$ cat config.mk
export PLATFORM = sky130hd
export DESIGN_NAME = gpio_eint_top
export DESIGN_NICKNAME = d
export VERILOG_FILES = /design/src/rtl/gpio_eint_pkg.sv /design/src/rtl/gpio_eint_edge.sv /design/src/rtl/gpio_eint_cfg.sv /design/src/rtl/gpio_eint_status.sv /design/src/rtl/gpio_eint_top.sv
export SDC_FILE = /design/constraint.sdc
export NUM_CORES = 1
export LEC_CHECK = 0
export ABC_AREA = 1
export CAP_MARGIN = 20
export CORE_UTILIZATION = 60
export CTS_CLUSTER_DIAMETER = 50
export DETAILED_ROUTE_END_ITERATION = 6
export DONT_BUFFER_PORTS = 1
export GPL_TIMING_DRIVEN = 0
export MAX_ROUTING_LAYER = met4
export PLACE_DENSITY = 0.76
export RECOVER_POWER = 25
export SKIP_CTS_REPAIR_TIMING = 1
export SYNTH_ARGS = -nofsm -noshare
export SYNTH_HDL_FRONTEND = slang
export SYNTH_HIERARCHICAL = 1
export SYNTH_SLANG_ARGS = --single-unit
$ cat constraint.sdc
create_clock -name clk_i -period 1.17 [get_ports clk_i]
set_clock_uncertainty 0.05 [all_clocks]
set_input_delay 0.1755 -clock clk_i [delete_from_list [all_inputs] [get_ports clk_i]]
set_output_delay 0.1755 -clock clk_i [all_outputs]
set_load 0.05 [all_outputs]
$ cat src/rtl/gpio_eint_pkg.sv
package gpio_eint_pkg;
  localparam int unsigned ADDR_W = 8;
  localparam int unsigned DATA_W = 32;

  // register byte offsets
  localparam logic [ADDR_W-1:0] OFF_BANK_EN  = 8'h08;
  localparam logic [ADDR_W-1:0] OFF_RISE_SET = 8'h10;
  localparam logic [ADDR_W-1:0] OFF_RISE_CLR = 8'h14;
  localparam logic [ADDR_W-1:0] OFF_FALL_SET = 8'h18;
  localparam logic [ADDR_W-1:0] OFF_FALL_CLR = 8'h1C;
  localparam logic [ADDR_W-1:0] OFF_STATUS   = 8'h20;
endpackage

$ cat src/rtl/gpio_eint_edge.sv
// Per-pin edge detector: compares the input with its copy from the last clock.
module gpio_eint_edge #(
  parameter int unsigned NPINS = 32
) (
  input  logic             clk_i,
  input  logic             rst_ni,
  input  logic [NPINS-1:0] pin_i,
  input  logic [NPINS-1:0] rise_en_i,
  input  logic [NPINS-1:0] fall_en_i,
  output logic [NPINS-1:0] edge_o
);
  logic [NPINS-1:0] prev_q, prev_d;
  logic             prev_ce;

  always_comb begin
    prev_ce = 1'b1;
    prev_d  = pin_i;
    edge_o  = (pin_i & ~prev_q & rise_en_i) | (~pin_i & prev_q & fall_en_i);
  end

  always_ff @(posedge clk_i or negedge rst_ni) begin
    if (!rst_ni)      prev_q <= '0;
    else if (prev_ce) prev_q <= prev_d;
  end

  // an edge is only reported on an enabled direction
  p_edge_enabled_r11: assert property (@(posedge clk_i) disable iff (!rst_ni)
    ((edge_o & ~(rise_en_i | fall_en_i)) == '0));
endmodule

$ cat src/rtl/gpio_eint_cfg.sv
// Edge enable and bank enable registers with set/clear write ports.
module gpio_eint_cfg
  import gpio_eint_pkg::*;
#(
  parameter int unsigned NPINS  = 32,
  parameter int unsigned NBANKS = 2
) (
  input  logic              clk_i,
  input  logic              rst_ni,
  input  logic              wr_en_i,
  input  logic [ADDR_W-1:0] addr_i,
  input  logic [DATA_W-1:0] wdata_i,
  output logic [NPINS-1:0]  rise_en_o,
  output logic [NPINS-1:0]  fall_en_o,
  output logic [NBANKS-1:0] bank_en_o
);
  logic [NPINS-1:0]  rise_q, rise_d, fall_q, fall_d;
  logic [NBANKS-1:0] bank_q, bank_d;
  logic              rise_ce, fall_ce, bank_ce;
  logic [NPINS-1:0]  wmask;

  always_comb begin
    wmask   = wdata_i[NPINS-1:0];
    rise_ce = wr_en_i && (addr_i == OFF_RISE_SET || addr_i == OFF_RISE_CLR);
    fall_ce = wr_en_i && (addr_i == OFF_FALL_SET || addr_i == OFF_FALL_CLR);
    bank_ce = wr_en_i && (addr_i == OFF_BANK_EN);
    rise_d  = (addr_i == OFF_RISE_SET) ? (rise_q | wmask) : (rise_q & ~wmask);
    fall_d  = (addr_i == OFF_FALL_SET) ? (fall_q | wmask) : (fall_q & ~wmask);
    bank_d  = wdata_i[NBANKS-1:0];
  end

  always_ff @(posedge clk_i or negedge rst_ni) begin
    if (!rst_ni) begin
      rise_q <= '0;
      fall_q <= '0;
      bank_q <= '0;
    end else begin
      if (rise_ce) rise_q <= rise_d;
      if (fall_ce) fall_q <= fall_d;
      if (bank_ce) bank_q <= bank_d;
    end
  end

  assign rise_en_o = rise_q;
  assign fall_en_o = fall_q;
  assign bank_en_o = bank_q;

  // enables hold unless a register write occurs
  p_en_stable_r5: assert property (@(posedge clk_i) disable iff (!rst_ni)
    !wr_en_i |=> ($stable(rise_q) && $stable(fall_q) && $stable(bank_q)));
endmodule

$ cat src/rtl/gpio_eint_status.sv
// Sticky status bits: set by edges, cleared by write-one-to-clear; edge wins.
module gpio_eint_status #(
  parameter int unsigned NPINS = 32
) (
  input  logic             clk_i,
  input  logic             rst_ni,
  input  logic [NPINS-1:0] set_i,
  input  logic [NPINS-1:0] clr_i,
  output logic [NPINS-1:0] status_o
);
  logic [NPINS-1:0] st_q, st_d;
  logic             st_ce;

  always_comb begin
    st_ce = (set_i != '0) || (clr_i != '0);
    st_d  = (st_q & ~clr_i) | set_i;
  end

  always_ff @(posedge clk_i or negedge rst_ni) begin
    if (!rst_ni)    st_q <= '0;
    else if (st_ce) st_q <= st_d;
  end

  assign status_o = st_q;

  for (genvar i = 0; i < NPINS; i++) begin : g_chk
    // a set bit survives any cycle without a clear on it
    p_sticky_r6: assert property (@(posedge clk_i) disable iff (!rst_ni)
      (st_q[i] && !clr_i[i]) |=> st_q[i]);
    // a bit only rises after an edge was reported
    p_rise_cause_r2: assert property (@(posedge clk_i) disable iff (!rst_ni)
      $rose(st_q[i]) |-> $past(set_i[i]));
    // simultaneous edge and clear leaves the bit set
    p_edge_wins_r7: assert property (@(posedge clk_i) disable iff (!rst_ni)
      (set_i[i] && clr_i[i]) |=> st_q[i]);
  end
endmodule

$ cat src/rtl/gpio_eint_top.sv
module gpio_eint_top
  import gpio_eint_pkg::*;
#(
  parameter int unsigned NPINS       = 32,
  parameter int unsigned BANK_W      = 16,
  parameter int unsigned DIRECT_PINS = 8,
  localparam int unsigned NBANKS     = NPINS / BANK_W
) (
  input  logic              clk_i,
  input  logic              rst_ni,
  input  logic [NPINS-1:0]  pin_i,
  input  logic              wr_en_i,
  input  logic [ADDR_W-1:0] addr_i,
  input  logic [DATA_W-1:0] wdata_i,
  output logic [DATA_W-1:0] rdata_o,
  input  logic              direct_mode_i,
  output logic [NBANKS-1:0] bank_irq_o,
  output logic [DIRECT_PINS-1:0] pin_irq_o
);
  logic [NPINS-1:0]  rise_en, fall_en, edges, status, st_clr;
  logic [NBANKS-1:0] bank_en;

  gpio_eint_cfg #(.NPINS(NPINS), .NBANKS(NBANKS)) cfg_i (
    .clk_i, .rst_ni, .wr_en_i, .addr_i, .wdata_i,
    .rise_en_o(rise_en), .fall_en_o(fall_en), .bank_en_o(bank_en)
  );

  gpio_eint_edge #(.NPINS(NPINS)) edge_i (
    .clk_i, .rst_ni, .pin_i,
    .rise_en_i(rise_en), .fall_en_i(fall_en), .edge_o(edges)
  );

  assign st_clr = (wr_en_i && addr_i == OFF_STATUS) ? wdata_i[NPINS-1:0] : '0;

  gpio_eint_status #(.NPINS(NPINS)) stat_i (
    .clk_i, .rst_ni, .set_i(edges), .clr_i(st_clr), .status_o(status)
  );

  always_comb begin
    rdata_o = '0;
    case (addr_i)
      OFF_BANK_EN:                rdata_o[NBANKS-1:0] = bank_en;
      OFF_RISE_SET, OFF_RISE_CLR: rdata_o[NPINS-1:0]  = rise_en;
      OFF_FALL_SET, OFF_FALL_CLR: rdata_o[NPINS-1:0]  = fall_en;
      OFF_STATUS:                 rdata_o[NPINS-1:0]  = status;
      default:                    rdata_o = '0;
    endcase
  end

  for (genvar b = 0; b < NBANKS; b++) begin : g_bank
    assign bank_irq_o[b] = bank_en[b] && (status[b*BANK_W +: BANK_W] != '0);
    // a bank line only drops after a write (clear or bank disable)
    p_bank_drop_r8: assert property (@(posedge clk_i) disable iff (!rst_ni)
      $fell(bank_irq_o[b]) |-> $past(wr_en_i));
  end

  for (genvar d = 0; d < DIRECT_PINS; d++) begin : g_direct
    assign pin_irq_o[d] = direct_mode_i && status[d];
  end

  // direct lines are quiet outside direct mode
  p_direct_off_r10: assert property (@(posedge clk_i) disable iff (!rst_ni)
    !direct_mode_i |-> (pin_irq_o == '0));
endmodule

==> summary.md <==
| Metric | Value |
|---|---|
| Status | complete, but fails checks |
| Failing checks | negative hold slack, negative setup slack |
| MaxCap Viol Count | 0 |
| HPWL Detailed | ~13 mm |
| Congestion Overflow GR | 0 |
| Register area | 3250 um2 |
| PwrDens | about 1400 nW/um2 |
| DP Area | 8180 um2 |
| Combinational share of power | 0.204 |
| Syn nets | 1100 |
| Vias per cell | 5.56 |
| Reg power frac | 0.405 |
| Synthesized cell area | 7420 um2 |
| Final setup fails | between 40 and 50 |
| Unrepaired setup endpoints after global routing | true |
| Final #Nets | between 1000 and 1500 |
| Clock latency on the worst-skew pair | 0.43 ns |
| Syn_area_per_cell | 7.25 um2 |
| Post-DRT Antenna Nets | 0 |
| Root buf cell | clkbuf_16 |
| Top Ports | 118 |
| Cell with the most instances after synthesis | nand2_1 |
| Worst-path fanout max | 3 |
| P_int | 9920 uW |
| CTS Sinks | 130 |
| Layout area overhead | 38.8% |
| Total track usage | 0.337 |
| Ant diodes | 0 |
| Vias in the first global route | 6304 |
| Asr flop ratio synth | 1.00 |
| Fin crit period | roughly 1.7 ns |
| Average wire per standard cell | 17.5 um |
| Share of layout cells above drive strength 1 | 0.250 |
| CTS tree | done |
| Footprint of the multi-input gates | 3910 um2 |
| Psw | 4180 uW |
| Synth warnings | 6 |
| Final instance area | 10300 um2 |
| Worst setup margin | -0.486 ns |
| Worst hold path class | input pin to async pin |
| Post-synth EDFFs | 0 |
| Crit Path Class | flip-flop to primary output |
| CTS max path bufs | 2 |
| Post-synth top area cell | dfrtp_1 |
| Setup crit end kind | primary output |
| Hold slack | -0.605 ns |
| Core area | 12100 um2 |
| Prevailing post-synth register cell | dfrtp_1 |
| H-tree Lvls | 4 |
| Post-synth top area share | 0.438 |
| Critical path startpoint category | flip-flop |
| Clock power share | 0.391 |
| Sw Ratio | 0.296 |
| Final Hold Fails | 150 |
| Max-slew headroom | 0.477 |
| Number of buffers created by CTS | 17 |
| Ranking of synthesized cells by area | dfrtp_1 44%, nand2_1 18%, nand3_1 14% |
| Synth unique cells | 21 |
| #FFs+latches synth | 130 |
| Max rail drop VDD | 1.26 mV |
| IO buf count | 0 |
| Worst-margin pin slew | 0.784 ns |
| Register area share after synthesis | 0.438 |
| Worst Path Arrival | around 1.4 ns |
| Worst path required time | 0.94 ns |
| Clock slew at reported path FFs | 0.06 ns |
| DIE AREA | 12800 um2 |
| Largest net degree at the start of global routing | 131 |
| Drc violations | 0 |
| Commonest cells in the synthesized netlist | 353 x nand2_1, 202 x nand3_1, 182 x inv_1, 130 x dfrtp_1, 34 x nor2_4 |
| Initial antenna violation count | 0 |
| DRT iter0 DRCs | 705 |
| Pleak | 0.00542 uW |
| Drt total wl | 23.5 mm |
| Die span in x | 113 um |
| FMAX | between 600 and 700 MHz |
| GPL Wtd Cong | between 0.8 and 0.9 |
| Die Y | around 110 um |
| Final worst path period share | 1.41 |
| Final Max Slew Viols | 0 |
| FF-to-FF path depth | 5 |
| Syn Inst Count | just over 1000 |
| Row cnt | 40 |
| 1st-pass router iterations | 6 |
| Layout fillers | 680 |
| First-pass GRT wire length | between 30 and 40 mm |
| Via count | 7484 |
| Starting Density | 0.616 |
| Post-placement setup slack | -0.245 ns |
## path summary, 6_finish.rpt
kind                                            startpoint                              end  slack, ns
min                                                 rst_ni  stat_i/status_o[18]$_DFFE_PN0P_      -0.61
min reg2reg                                      flip-flop                        flip-flop       0.45
max in group asynchronous                           rst_ni      edge_i/prev_q[15]$_DFF_PN0_       1.39
min in group clk_i                               pin_i[10]  stat_i/status_o[10]$_DFFE_PN0P_      -0.06
max reg2reg                                      flip-flop  stat_i/status_o[23]$_DFFE_PN0P_       0.24
max                        stat_i/status_o[11]$_DFFE_PN0P_                    bank_irq_o[0]      -0.49
## through the flow
stage | TNS (ns) | hold slack (ns) | instances | utilization | power [uW]
after global placement | -12.34 | -0.167 | 1192 | 0.678 | 7110
final | -10.57 | -0.605 | 1346 | 0.855 | 14100
after global routing | -11.89 | -0.618 | 1346 | 0.855 | 14600
after CTS | -11.38 | -0.612 | 1224 | 0.728 | 12600
after detailed placement | -14.39 | -0.167 | 1192 | 0.678 | 7160
after floorplan | -1.54 | -0.170 | 1024 | - | 6770
## critical path, cell delays in order, from the launching register on
cell and delay [ns]:
dfrtp_1 0.39, nor2_1 0.08, nand2_2 0.11, nor2_4 0.05, a21boi_4 0.37
## area by class of cell
cell class	instances	area share
plain buffers	41	0.0381
clock inverters	3	0.00631
well taps	168	0.0204
multi-input cells	666	0.379
flip-flops and latches	130	0.316
inverters	186	0.0740
repair buffers	123	0.114
clock buffers	29	0.0524
## power by group through the flow
stage	registers (uW)	clock network (uW)	logic, uW
after floorplan	5600	0	1170
after global placement	5780	0	1330
after detailed placement	5780	0	1380
after CTS	5710	5480	1390
after global routing	5760	5700	3090
final	5720	5510	2870
## per-layer routing
metal	routed length [um]	GRT usage	vias up
li1	-	-	3444
met4	599	0.118	0
met1	9090	0.413	3571
met3	2020	0.0937	61
met5	0	-	-
met2	11800	0.537	408
## layout by cell type, fill, tap and decap left out
cell	Yosys	layout
a21boi_4	0	2
and2_4	0	1
buf_12	3	6
buf_2	12	12
buf_4	7	42
buf_6	10	26
buf_8	0	2
bufinv_16	0	2
clkbuf_1	10	9
clkbuf_16	0	18
clkbuf_8	0	7
clkinv_2	0	1
clkinvlp_4	0	8
dfrtp_1	130	129
dfrtp_2	0	1
dlygate4sd3_1	0	71
inv_1	182	166
inv_12	0	1
inv_2	4	6
inv_4	0	2
inv_6	0	2
inv_8	0	1
nand2_1	353	283
nand2_2	2	51
nand2_4	0	20
nand2_8	1	2
nand3_1	202	170
nand3_2	1	3
nand3_4	0	30
nand4_1	32	32
nor2_1	33	23
nor2_2	3	7
nor2_4	34	40
nor2_8	1	1
nor3_1	1	1
## kinds of logic after synthesis
family	after synthesis	synth area share
AND/OR/NAND/NOR	664	0.422
flip-flops	130	0.438
buffers and inverters	228	0.138
AO/OA/AOI/OAI	2	0.00202
Power figures use the tool's default switching activity.
